## config.mk

```make
export PLATFORM = sky130hd
export DESIGN_NAME = twostage_watchdog
export DESIGN_NICKNAME = d
export VERILOG_FILES = /design/src/rtl/twostage_watchdog.sv
export SDC_FILE = /design/constraint.sdc
export NUM_CORES = 1
export LEC_CHECK = 0
export BUFFER_PORTS_ARGS = -buffer_cell sky130_fd_sc_hd__buf_2
export CORE_MARGIN = 2
export CORE_UTILIZATION = 45
export CTS_CLUSTER_DIAMETER = 150
export DETAILED_ROUTE_END_ITERATION = 7
export GPL_TIMING_DRIVEN = 0
export PLACE_DENSITY = 0.7
export SYNTH_ARGS = -nofsm -noshare
export SYNTH_HDL_FRONTEND = slang
export SYNTH_SLANG_ARGS = --single-unit
```

## constraint.sdc

```tcl
create_clock -name clk -period 3.5 [get_ports clk]
set_clock_uncertainty 0.05 [all_clocks]
set_input_delay 0.7 -clock clk [delete_from_list [all_inputs] [get_ports clk]]
set_output_delay 0.7 -clock clk [all_outputs]
set_load 0.01 [all_outputs]
```

## src/rtl/twostage_watchdog.sv

```systemverilog
module twostage_watchdog #(
  parameter int CW = 8,
  parameter int NOUT = 8,
  parameter logic [NOUT-1:0] SAFE_VALUE = 8'h3C,
  parameter int RST_LEN = 4
) (
  input  logic            clk,
  input  logic            rst_n,
  input  logic            start,
  input  logic            stop,
  input  logic            kick,
  input  logic            early_trip,
  input  logic            fault_clr,
  input  logic [CW-1:0]   cfg_timeout,
  input  logic [CW-1:0]   cfg_delay,
  input  logic [CW-1:0]   cfg_open,
  input  logic [NOUT-1:0] ctrl_in,
  output logic [NOUT-1:0] ctrl_out,
  output logic            nmi_req,
  output logic            sys_rst,
  output logic            kick_fault
);
  localparam logic [CW:0] RLEN = RST_LEN[CW:0];

  typedef enum logic [1:0] {IDLE, RUN, STG2, RSTP} state_t;
  state_t state;
  logic [CW-1:0] cnt;

  wire [CW:0] cnt_nx = {1'b0, cnt} + 1'b1;
  wire in_run   = (state == RUN);
  wire kick_ok  = in_run && kick && (cnt >= cfg_open);
  wire early    = in_run && kick && (cnt < cfg_open) && !stop;
  wire forced   = (state == STG2) || (state == RSTP);

  assign nmi_req    = forced;
  assign sys_rst    = (state == RSTP);
  assign ctrl_out   = forced ? SAFE_VALUE : ctrl_in;

  always_ff @(posedge clk or negedge rst_n) begin
    if (!rst_n) begin
      state      <= IDLE;
      cnt        <= '0;
      kick_fault <= 1'b0;
    end else begin
      if (fault_clr) kick_fault <= 1'b0;
      if (early) kick_fault <= 1'b1;
      if (stop) begin
        state <= IDLE;
        cnt   <= '0;
      end else begin
        case (state)
          IDLE: if (start) begin
            state <= RUN;
            cnt   <= '0;
          end
          RUN: begin
            if (kick_ok) cnt <= '0;
            else if ((early && early_trip) || (cnt_nx >= {1'b0, cfg_timeout})) begin
              state <= STG2;
              cnt   <= '0;
            end else cnt <= cnt_nx[CW-1:0];
          end
          STG2: begin
            if (cnt_nx >= {1'b0, cfg_delay}) begin
              state <= RSTP;
              cnt   <= '0;
            end else cnt <= cnt_nx[CW-1:0];
          end
          default: begin
            if (cnt_nx >= RLEN) begin
              state <= IDLE;
              cnt   <= '0;
            end else cnt <= cnt_nx[CW-1:0];
          end
        endcase
      end
    end
  end

  a_r1_kick_restarts: assert property (@(posedge clk) disable iff (!rst_n)
    (in_run && kick && (cnt >= cfg_open) && !stop) |=> (in_run && cnt == '0));

  a_r2_nmi_from_run: assert property (@(posedge clk) disable iff (!rst_n)
    $rose(nmi_req) |-> $past(state == RUN));

  a_r4_rst_after_nmi: assert property (@(posedge clk) disable iff (!rst_n)
    $rose(sys_rst) |-> $past(nmi_req));

  a_r5_early_sets_fault: assert property (@(posedge clk) disable iff (!rst_n)
    (in_run && kick && (cnt < cfg_open) && !stop) |=> kick_fault);

  a_r8_no_return_to_run: assert property (@(posedge clk) disable iff (!rst_n)
    (forced && !stop) |=> (state != RUN));

  a_r9_idle_after_pulse: assert property (@(posedge clk) disable iff (!rst_n)
    $fell(sys_rst) |-> (!nmi_req && ctrl_out == ctrl_in));

  a_r10_stop_idles: assert property (@(posedge clk) disable iff (!rst_n)
    stop |=> (state == IDLE && !nmi_req && !sys_rst));
endmodule

```

==> results.md <==
* Cell types occupying the most area after synthesis: ha_1 (22%), dfrtp_1 (18%), inv_1 (7.5%)
* Nets at 316
* Grt total ovfl at 0
* CP startpoint: cnt[2]
* First DRT Iteration DRCs at 32
* Die ar. at 3920 sq um
* Initial antenna violation count at 0
* Reg2reg end: state[1]
* Synth Cell Area at 1550 sq um
* Final worst-path cycle share at 91.5%
* Final hold vios at 0
* I/O pins at 50
* Main flop type after synthesis: dfrtp_1
* Top cell type's share of synthesized area at 21.8%
* DP HPWL at 2.90 mm
* Critical path class: register to register
* Detail Route Antenna Nets at 0
* Root Driver: clkbuf_4
* Largest family of logic cells by synthesized area: simple AND/OR/NAND/NOR gates
* CTS tree: done
* CP Capture Type: register
* Ant diodes at 0
* Max Transition Viols Final at 0
* Worst skew pair latency at 0.28 ns
* CTS Buf Count at 3
* Worst-path clk slew at 0.08 ns
* Status: finished clean
* Startpoint types: register
* Row count at 21
* DP Worst Slack at 0.185 ns
* Leak Pwr at 0.00110 uW
* CP Data Required Time at 3.62 ns
* Vias at 1,532
* Register area share after synthesis at 17.8%
* Avg Vias per Cell at 5.19
* Clock sinks at 11
* Crit path max fanout at 8
* Simple-gate area share of the yosys netlist at 25.8%
* # port buffers at 49
* Global-route wire length before repair at 5.87 mm
* Core ar. at 3310 sq um
* Multi-input gate area at 1150 sq um
* Syn Nets at 261
* R2R Setup Slk at 0.30 ns
* EDFF count, synth at 0
* XOR/XNOR Fraction of Synth Area at 1.70%
* Pwr/cell area at 318 nW/um^2
* Worst-Margin Slew at 0.584 ns
* Mean Syn Cell Area at 7.94 sq um
* Fillers at 330
* Total GRT Usage at 18.1%
* Synth unique cells at 52
* Capture point of the worst path: state[1]
* Max-cap violations at 0
* Die width at 62.6 microns
* Fin Setup TNS at 0 ns
* Cells after Synth at 195
* Seq. cell area at 277 sq um
* Min cycle time layout at 3.20 ns
* Post-synthesis mux area share at 1.70%
* RSZ-0062 raised after global routing: false
* Synth warn at 0
* Final setup fails at 0
* Slew margin rel. at 60.9%
* Reg2Reg Launch Point: cnt[2]
* # hold bufs at CTS at 0
* WL final at 3.41 mm
* Hold WC Path Type: primary input to asynchronous set/reset pin
* Synth Area in Compound Gates at 22.7%
* First-pass DRT Iterations at 4
* Drt drc at 0
* # H-tree levels at 1
* Avg WL per Cell at 11.5 microns
* Syn-to-layout area delta at 22.7%
* Clk buf depth at 2
* Final hold slack at 0.226 ns
* Asr flop ratio synth at 100%
* Cell taking the most area after synthesis: ha_1
* VDD IR max at 124 uV
* Fraction of layout cells with a size suffix above 1 at 28.1%
* Initial Util at 46.7%
* R2R depth at 11
* Vias in the first global route at 1,388
* Die height at 62.6 microns
* Synth Area in Adders at 21.8%
* Register bit total from synthesis at 11
* Worst EP arrival at 3.32 ns
* Max Clock Freq at 312 MHz
* Largest net degree at the start of global routing at 12
* RD Place Congestion at 0.816
* Final WS setup at 0.297 ns
power by group:
part	switching (uW)	internal, uW
sequential	25.5	146
combinational	179	161
clock	49.9	42.5
area by class of cell:
class / instances / area share [%]
Buffer: 2 / 0.791
Clock buffer: 3 / 1.19
Clock inverter: 1 / 0.264
Inverter: 31 / 6.13
Multi-Input combinational cell: 151 / 60.7
Sequential cell: 11 / 14.6
Tap cell: 46 / 3.03
Timing Repair Buffer: 50 / 13.3
cells in the final DEF (no fill, tap or decap), types with 3 or more instances in the layout:
| cell type | count |
|---|---|
| nand3_1 | 8 |
| a21oi_1 | 15 |
| o21ai_0 | 5 |
| ha_1 | 27 |
| a22oi_1 | 3 |
| o21ai_1 | 3 |
| nor2b_1 | 5 |
| and2_1 | 4 |
| buf_2 | 49 |
| clkbuf_4 | 3 |
| dfrtp_1 | 10 |
| nand2_1 | 11 |
| nand2b_1 | 6 |
| or3_1 | 8 |
| inv_1 | 31 |
| nor2_1 | 7 |
| a21o_1 | 3 |
| nor3_1 | 3 |
| a311o_1 | 3 |
timing repair:
item                       4_1_cts  5_1_grt
setup buffers                    0        1
setup endpoints to repair        0       10
resized for setup                0        3
sequential cells by signal, indices dropped and copies added (netlist names):
name        flops
cnt             8
kick_fault      1
state           2
per-stage QoR:
step | util [%] | power [uW] | instance area (sq um) | std cells
6_report | 57.4 | 604 | 1900 | 295
5_1_grt | 57.4 | 670 | 1900 | 295
4_1_cts | 56.7 | 602 | 1880 | 294
3_5_place_dp | 55.9 | 511 | 1850 | 290
3_3_place_gp | 55.9 | 508 | 1850 | 290
2_1_floorplan | - | 407 | 1550 | 195
worst max-delay path, stage by stage, from the launching register on:
cell and delay (ns):
dfrtp_1 0.37, buf_6 0.14, nand3_1 0.19, nor3_2 0.27, xor2_2 0.22, ha_1 0.27, nor2b_1 0.15, mux2_4 0.27
a2111oi_2 0.42, nand3_1 0.19, and4_4 0.21, a311o_1 0.34
routing by layer:
layer	up-vias	routed length [microns]	GRT usage (%)
met5	-	0	0
met4	0	39	5.83
met3	4	216	1.98
met2	55	1430	28.5
met1	662	1720	25.9
li1	811	-	-
synth_stat cells, drive strengths merged (2+ instances only):
cell / instances
inv: 31
ha: 27
a21oi: 16
nand2: 12
dfrtp: 11
nand3: 9
nor2: 8
o21ai: 8
or3: 8
nand2b: 6
and2: 5
nor2b: 5
nor3: 4
a2111oi: 3
a21o: 3
a22oi: 3
a311o: 3
a211o: 2
a22o: 2
and4: 2
mux2: 2
nand4: 2
or2: 2
xor2: 2
how the worst min path moves through the flow:
stage | startpoint | end | cells after the start
final | rst_n | state[1] | 1
after global routing | rst_n | cnt[5] | 1
after CTS | rst_n | cnt[5] | 1
after detailed placement | kick_fault | kick_fault | 2
after global placement | kick_fault | kick_fault | 2
after floorplan | rst_n | cnt[0] | 0
kinds of logic after synthesis:
kind of cell	after synthesis
xor gates and xnor gates	3
DFF	11
muxes	2
and+or+nand+nor	69
AOI/OAI and AO/OA	50
buffers and inverters	33
adders and majority gates	27
No activity file was read; power rests on OpenSTA's default activity.
